`src/rtl/wake_policy_pkg.sv`:
```
package wake_policy_pkg;
  localparam int CFG_W      = 16;
  localparam int BYTE_W     = 8;
  localparam int BE_W       = CFG_W / BYTE_W;
  localparam int BIT_S5_DIS = 15;
  localparam int BIT_MAC_ON = 14;
  localparam int BIT_WOL_OV = 13;
  localparam int BIT_NO_STR = 12;
  localparam logic [CFG_W-1:0] DEF_BASE = 16'h0000;
  localparam logic [CFG_W-1:0] DEF_ALT  = 16'h0200;

  typedef enum logic [2:0] {
    SLP_S0 = 3'd0,
    SLP_S1 = 3'd1,
    SLP_S3 = 3'd3,
    SLP_S4 = 3'd4,
    SLP_S5 = 3'd5
  } slp_state_e;
endpackage

```
`src/rtl/wp_cfg_reg.sv`:
```
module wp_cfg_reg
  import wake_policy_pkg::*;
#(
  parameter int W        = CFG_W,
  parameter int LOCK_BIT = BIT_NO_STR,
  parameter logic [W-1:0] DEF0 = DEF_BASE,
  parameter logic [W-1:0] DEF1 = DEF_ALT
) (
  input  logic                  clk,
  input  logic                  rtc_rst,
  input  logic                  strap_alt,
  input  logic                  lock,
  input  logic                  wr,
  input  logic [W/BYTE_W-1:0]   be,
  input  logic [W-1:0]          wdata,
  output logic [W-1:0]          q
);
  localparam int NB = W / BYTE_W;
  logic [W-1:0] nxt;

  always_comb begin
    nxt = q;
    for (int b = 0; b < NB; b++) begin
      if (wr && be[b]) nxt[b*BYTE_W +: BYTE_W] = wdata[b*BYTE_W +: BYTE_W];
    end
    if (lock) nxt[LOCK_BIT] = q[LOCK_BIT];
  end

  always_ff @(posedge clk) begin
    if (rtc_rst) q <= strap_alt ? DEF1 : DEF0;
    else         q <= nxt;
  end
endmodule

```
`src/rtl/wp_wake_gate.sv`:
```
module wp_wake_gate
  import wake_policy_pkg::*;
#(
  parameter int ST_W = 3
) (
  input  logic            clk,
  input  logic            rst,
  input  logic [ST_W-1:0] state,
  input  logic            pme_sts,
  input  logic            lan_sts,
  input  logic            pme_en,
  input  logic            s5_dis,
  input  logic            wol_ov,
  output logic            wake_req
);
  logic in_light, in_s5, any_src, qual, qual_q;

  always_comb begin
    in_light = (state == SLP_S1) || (state == SLP_S3) || (state == SLP_S4);
    in_s5    = (state == SLP_S5);
    any_src  = pme_sts | lan_sts;
    qual     = (in_light & pme_en & any_src)
             | (in_s5 & ((~s5_dis & pme_en & any_src) | (wol_ov & lan_sts)));
  end

  always_ff @(posedge clk) begin
    if (rst) begin
      qual_q   <= 1'b0;
      wake_req <= 1'b0;
    end else begin
      qual_q   <= qual;
      wake_req <= qual & ~qual_q;
    end
  end
endmodule

```
`src/rtl/wp_side_outs.sv`:
```
module wp_side_outs (
  input  logic clk,
  input  logic rst,
  input  logic mac_keep_on,
  input  logic no_stretch,
  input  logic g3_exit,
  output logic mac_pd_wol_en,
  output logic stretch_dis
);
  always_ff @(posedge clk) begin
    if (rst) begin
      mac_pd_wol_en <= 1'b0;
      stretch_dis   <= 1'b0;
    end else begin
      mac_pd_wol_en <= ~mac_keep_on;
      stretch_dis   <= no_stretch & g3_exit;
    end
  end
endmodule

```
`src/rtl/wake_policy_ctrl.sv`:
```
module wake_policy_ctrl
  import wake_policy_pkg::*;
(
  input  logic        clk,
  input  logic        rst,
  input  logic        rtc_rst,
  input  logic        strap_alt,
  input  logic        stretch_lock,
  input  logic        cfg_wr,
  input  logic [1:0]  cfg_be,
  input  logic [15:0] cfg_wdata,
  output logic [15:0] cfg_rdata,
  input  logic [2:0]  sleep_state,
  input  logic        pme_grp_sts,
  input  logic        lan_wake_sts,
  input  logic        pme_grp_en,
  input  logic        g3_exit,
  output logic        wake_req,
  output logic        mac_pd_wol_en,
  output logic        stretch_dis
);
  logic [CFG_W-1:0] cfg_q;

  wp_cfg_reg #(.W(CFG_W), .LOCK_BIT(BIT_NO_STR)) u_reg (
    .clk(clk), .rtc_rst(rtc_rst), .strap_alt(strap_alt), .lock(stretch_lock),
    .wr(cfg_wr), .be(cfg_be), .wdata(cfg_wdata), .q(cfg_q)
  );

  wp_wake_gate #(.ST_W(3)) u_gate (
    .clk(clk), .rst(rst), .state(sleep_state), .pme_sts(pme_grp_sts),
    .lan_sts(lan_wake_sts), .pme_en(pme_grp_en), .s5_dis(cfg_q[BIT_S5_DIS]),
    .wol_ov(cfg_q[BIT_WOL_OV]), .wake_req(wake_req)
  );

  wp_side_outs u_side (
    .clk(clk), .rst(rst), .mac_keep_on(cfg_q[BIT_MAC_ON]),
    .no_stretch(cfg_q[BIT_NO_STR]), .g3_exit(g3_exit),
    .mac_pd_wol_en(mac_pd_wol_en), .stretch_dis(stretch_dis)
  );

  assign cfg_rdata = cfg_q;
endmodule

```
`config.mk`:
```
export PLATFORM = sky130hd
export DESIGN_NAME = wake_policy_ctrl
export DESIGN_NICKNAME = d
export VERILOG_FILES = /design/src/rtl/wake_policy_pkg.sv /design/src/rtl/wp_cfg_reg.sv /design/src/rtl/wp_wake_gate.sv /design/src/rtl/wp_side_outs.sv /design/src/rtl/wake_policy_ctrl.sv
export SDC_FILE = /design/constraint.sdc
export NUM_CORES = 1
export LEC_CHECK = 0
export BUFFER_PORTS_ARGS = -buffer_cell sky130_fd_sc_hd__buf_4
export CORE_AREA = 2 2 50 52
export DETAILED_ROUTE_END_ITERATION = 8
export DIE_AREA = 0 0 52 54
export PLACE_DENSITY_LB_ADDON = 0.12
export SLEW_MARGIN = 40
export SYNTH_ARGS = -nofsm -noshare
export SYNTH_HDL_FRONTEND = slang
export SYNTH_SLANG_ARGS = --single-unit
```
`constraint.sdc`:
```
create_clock -name clk -period 1.2 [get_ports clk]
set_clock_uncertainty 0.05 [all_clocks]
set_input_delay 0.18 -clock clk [delete_from_list [all_inputs] [get_ports clk]]
set_output_delay 0.18 -clock clk [all_outputs]
set_load 0.01 [all_outputs]
```
# After elaboration in Yosys (flattened, before gate mapping)
# Index checks and enable logic that the tools add are counted.
[totals]
ff_bits = 20
inputBits = 31
output_inout_bits = 19
[op_classes]
n_eq_ne = 5
n_reduce_logical = 7
muxes = 5
bitwise_logic = 14
[ops]
columns = ["operator", "n"]
rows = [
  ["$mux 16", 1],
  ["$mux 8", 2],
  ["$mux 10", 1],
  ["$and 1x1->1", 8],
  ["$eq 3x3->1 const B", 2],
  ["$reduce_bool 2->1", 2],
  ["$eq 3x1->1 const B", 1],
  ["$eq 3x2->1 const B", 1],
  ["$not 1->1", 3],
  ["$or 1x1->1", 3],
  ["$logic_and 1x1->1", 2],
  ["$logic_or 1x1->1", 2],
  ["$ne 2x2->1 const B", 1],
  ["$reduce_and 2->1", 1],
  ["$mux 1", 1],
]

# Logic depth before layout (Yosys ltp)
[logic_depth]
word_depth = 7
mapped_depth = 3
mapped_depth_nobuf = 3

# Hierarchy
# A second synthesis with hierarchy kept.
[unflattened]
cells_unflattened = 51
area_unflattened_um2 = 785.8
[modules_own_cells]
columns = ["module", "area_each_um2", "seq_area_each_um2", "n_inst", "cells_per_inst"]
rows = [
  ["wp_cfg_reg", 640.6, 480.5, 1, 38],
  ["wp_wake_gate", 92.6, 40.0, 1, 9],
  ["wp_side_outs", 52.6, 40.0, 1, 4],
]

# Worst setup path before layout
# OpenSTA, ideal clock, no wires.
[synth_timing]
kind = "input-to-reg"
from = "input rtc_rst"
to = "register u_reg.q[10] (enable)"
required_ns = 0.822
n_path_buf = 2
arrival_time_ns = 0.891
path_stages = 3
setup_slack_ns = -0.070
path_cell_list = "buf_2 > clkbuf_1 > nand2b_1"
[synth_via]
elab_chain_len = 1
[synth_rtl]
columns = ["item", "line_no", "text"]
rows = [
  ["start: declaration", "wake_policy_ctrl.sv:6", "input logic rtc_rst,"],
  ["$reduce_bool 2->1 (no source line)", "--", ""],
  ["end signal: assignment", "wp_cfg_reg.sv:30", "if (rtc_rst) q <= strap_alt ? DEF1 : DEF0;"],
  ["end signal: assignment", "wp_cfg_reg.sv:31", "else q <= nxt;"],
  ["end: declaration", "wp_cfg_reg.sv:16", "output logic [W-1:0] q"],
]
# No other way between the ends.
# A chain may end at the register's enable or synchronous reset.

# Final worst setup path
[layout_timing]
from = "register u_reg.q[15]"
to = "register u_gate.wake_req"
[layout_via]
elab_chain_len = 7
[layout_rtl]
columns = ["item", "line_no", "text"]
rows = [
  ["$not 1->1", "wp_wake_gate.sv:23", "| (in_s5 & ((~s5_dis & pme_en & any_src) | (wol_ov & lan_sts)));"],
  ["$and 1x1->1 (2 in a row)", "wp_wake_gate.sv:23", ""],
  ["$or 1x1->1", "wp_wake_gate.sv:23", ""],
  ["$and 1x1->1", "wp_wake_gate.sv:23", ""],
  ["$or 1x1->1", "wp_wake_gate.sv:23", ""],
  ["$and 1x1->1", "wp_wake_gate.sv:32", "wake_req <= qual & ~qual_q;"],
  ["end signal: assignment", "wp_wake_gate.sv:32", ""],
  ["end: declaration", "wp_wake_gate.sv:14", "output logic wake_req"],
]
# No other way between the ends.

==> reports/metrics.yaml <==
outcome:
  status: "finished, final reports clean"
clock_network:
  post_cts_buffers: 0
  clock_sinks: 20
  cts-root-buf: "clkbuf_4"
  clkLatencyLatePin_ns: 0.29
  clk_pin_slew_worst_paths_ns: 0.11
  cts.path.max_buffers: 2
  htree_levels: 1
  cts-hold-fix-buffers: 0
  cts_tree: "yes"
  cts_made_buffers: 3
critical_path:
  crit_path_max_incr_delay_ns: 0.42
  timing.rr.start: "u_reg.q[15]"
  cp_slowest_cell: "edfxtp_1"
  r2r_cells: 3
  arrival_ns: 1.33
  critPathRequiredTime_ns: 1.35
  cp_max_fo: 2
  cp_cell_sequence: "nand2b_4 -> a21o_1 -> a2111oi_4"
  r2r_end: "u_gate.wake_req"
  start_kind: "register"
  crit_type: "reg2reg"
  r2r_slack_ns: 0.02
  cp-end-kind: "register"
synth:
  seq_area_frac_synth: 0.691
  synth-edff-count: 16
  ys_async_sr_fraction: 0
  syn-cell-area_um2: 811
  synth_area_leader_cell: "edfxtp_1"
  synth_area_leaders: "edfxtp_1 59%, nor2b_1 12%, dfxtp_1 9.9%"
  yosysUniqueCellTypes: 17
  yosys.area.top_type_share: 0.593
  synthFlopType: "edfxtp_1"
  synth_common_cells: "16 x edfxtp_1, 16 x nor2b_1, 4 x buf_4, 4 x dfxtp_1"
  syn_area_per_cell_um2: 13.7
  yosysWarningCount: 0
  synth_cells: 59
  synth_nets: 90
  synth-seq-cells: 20
global_routing:
  gr-total-overflow: 0
  antenna_found_initial: 0
  grt_max_degree: 13
  grt_usage: 0.121
  grt_pass1_wl_um: 2380
  grt_pass1_vias: 554
placement:
  place.gp.congestion: 0.637
  dpl.hpwl_um: 1160
  pre_cts_ws_ns: -0.0375
  portBuffers: 49
sta:
  hold_viol_final: 0
  fin_ws_ns: 0.0185
  period_minus_slack_ns: 1.18
  max_slew_margin: 0.704
  max_freq_mhz: 846
  rsz0062_at_grt: "yes"
  setup_viol: 0
  worst_pin_slew_ns: 0.439
  slew_violations: 0
  tns_ns: 0
  post-route-period-util: 0.985
pwr:
  p_per_area_nw_per_um2: 1150
  p_leak_uw: 0.000531
  ir_worst_vdd_v: 0.000773
  total_power_uw: 1420
route:
  met3WireLength_um: 130
  antenna_left: 0
  drc_errors: 0
  wl_met1_um: 579
  routed_wl_um: 1460
  wl_met2_um: 739
  vias: 595
  dr.pass1.iters: 3
  vias_per_cell: 4.34
  drt-initial-drc-count: 3
  wl_per_cell_um: 10.7
  highest_layer: "met4"
finish:
  synthToLayoutAreaGrowth_pct: 52.2
  layout.nets: 139
  final_layout_size_suffix_gt1_frac: 0.533
  antenna_cells: 0
  nFillCells: 202
worst_hold_path:
  whs_endpoint: "u_side.stretch_dis"
  holdPathStages: 2
  hold_path.startpoint: "rst"
  min_path_type: "in2reg"
floorplan:
  core_area_um2: 2320
  die_y_um: 54
  num_io_pins: 50
  start_util: 0.350
  fp.dieW_um: 52
  dieArea_um2: 2810
  rows: 18
run:
  cap_violations: 0
[report_power, final]
part / switching [µW] / internal (µW)
logic: 105 / 165
clock network: 195 / 121
registers: 21.4 / 817
total: 321 / 1100
[cell usage in the layout, fill, tap and decap left out, types with 2 or more instances in the layout]
master,netlist,routed
dfxtp_1,4,4
a21o_1,2,2
edfxtp_1,16,16
nor2_1,3,3
buf_4,4,50
nand2_1,3,3
clkbuf_4,0,3
nor2b_1,16,16
[per-stage QoR]
| step | hold slack (ns) | instances | area, µm² | utilization |
|---|---|---|---|---|
| after floorplan | 0.197 | 59 | 815 | - |
| after CTS | 0.00350 | 137 | 1220 | 0.526 |
| after global placement | 0.326 | 133 | 1190 | 0.512 |
| after detailed placement | 0.327 | 133 | 1190 | 0.512 |
| after global routing | 0.0111 | 137 | 1230 | 0.532 |
| final | 0.0239 | 137 | 1230 | 0.532 |
[how the worst max path moves through the flow]
stage                 from              end  slack, ns  depth (start not counted)
2_1_floorplan  u_reg.q[15]  u_gate.wake_req       0.05                          3
5_1_grt        u_reg.q[15]    u_gate.qual_q      -0.04                          3
3_5_place_dp   u_reg.q[15]  u_gate.wake_req      -0.04                          3
3_3_place_gp   u_reg.q[15]  u_gate.wake_req       0.02                          3
4_1_cts        u_reg.q[15]  u_gate.wake_req      0.009                          3
6_report       u_reg.q[15]  u_gate.wake_req       0.02                          3
[routing by layer]
layer	up-vias	track usage
li1	296	-
met5	-	0
met1	269	0.150
met2	28	0.177
met4	0	0.0877
met3	2	0.0389
[critical path, delay by kind of cell (launching register included)]
family | cells | cell delay [ns]
AOI/OAI and AO/OA | 2 | 0.47
DFF | 1 | 0.42
and+or+nand+nor | 1 | 0.15
[layout make-up]
| type | count | area [µm²] | share of cell area |
|---|---|---|---|
| flip-flops and latches | 20 | 561 | 0.454 |
| repair buffers | 50 | 375 | 0.304 |
| multi-input cells | 33 | 234 | 0.190 |
| well taps | 30 | 37.5 | 0.0304 |
| clock buffers | 3 | 22.5 | 0.0183 |
| clock inverters | 1 | 3.75 | 0.00304 |
[timing repair]
item,CTS,global route
gates cloned,0,0
endpoints found under the setup margin,1,2
resized for setup,1,1
pin swaps,2,0
[state kept, by name (all words and copies together), names as in the netlist]
register and cells:
u_reg.q 16, u_gate.wake_req 1, u_side.mac_pd_wol_en 1, u_gate.qual_q 1
u_side.stretch_dis 1
[cells by family (layout without fill, tap and decap cells)]
kind of cell,count (synthesis),after routing,share of synthesized area
AO/OA/AOI/OAI,6,6,0.0617
buffers and inverters,6,54,0.0478
flip-flops,20,20,0.691
multiplexers,1,1,0.0139
AND/OR/NAND/NOR,26,26,0.185
(Power assumes the default switching activity.)
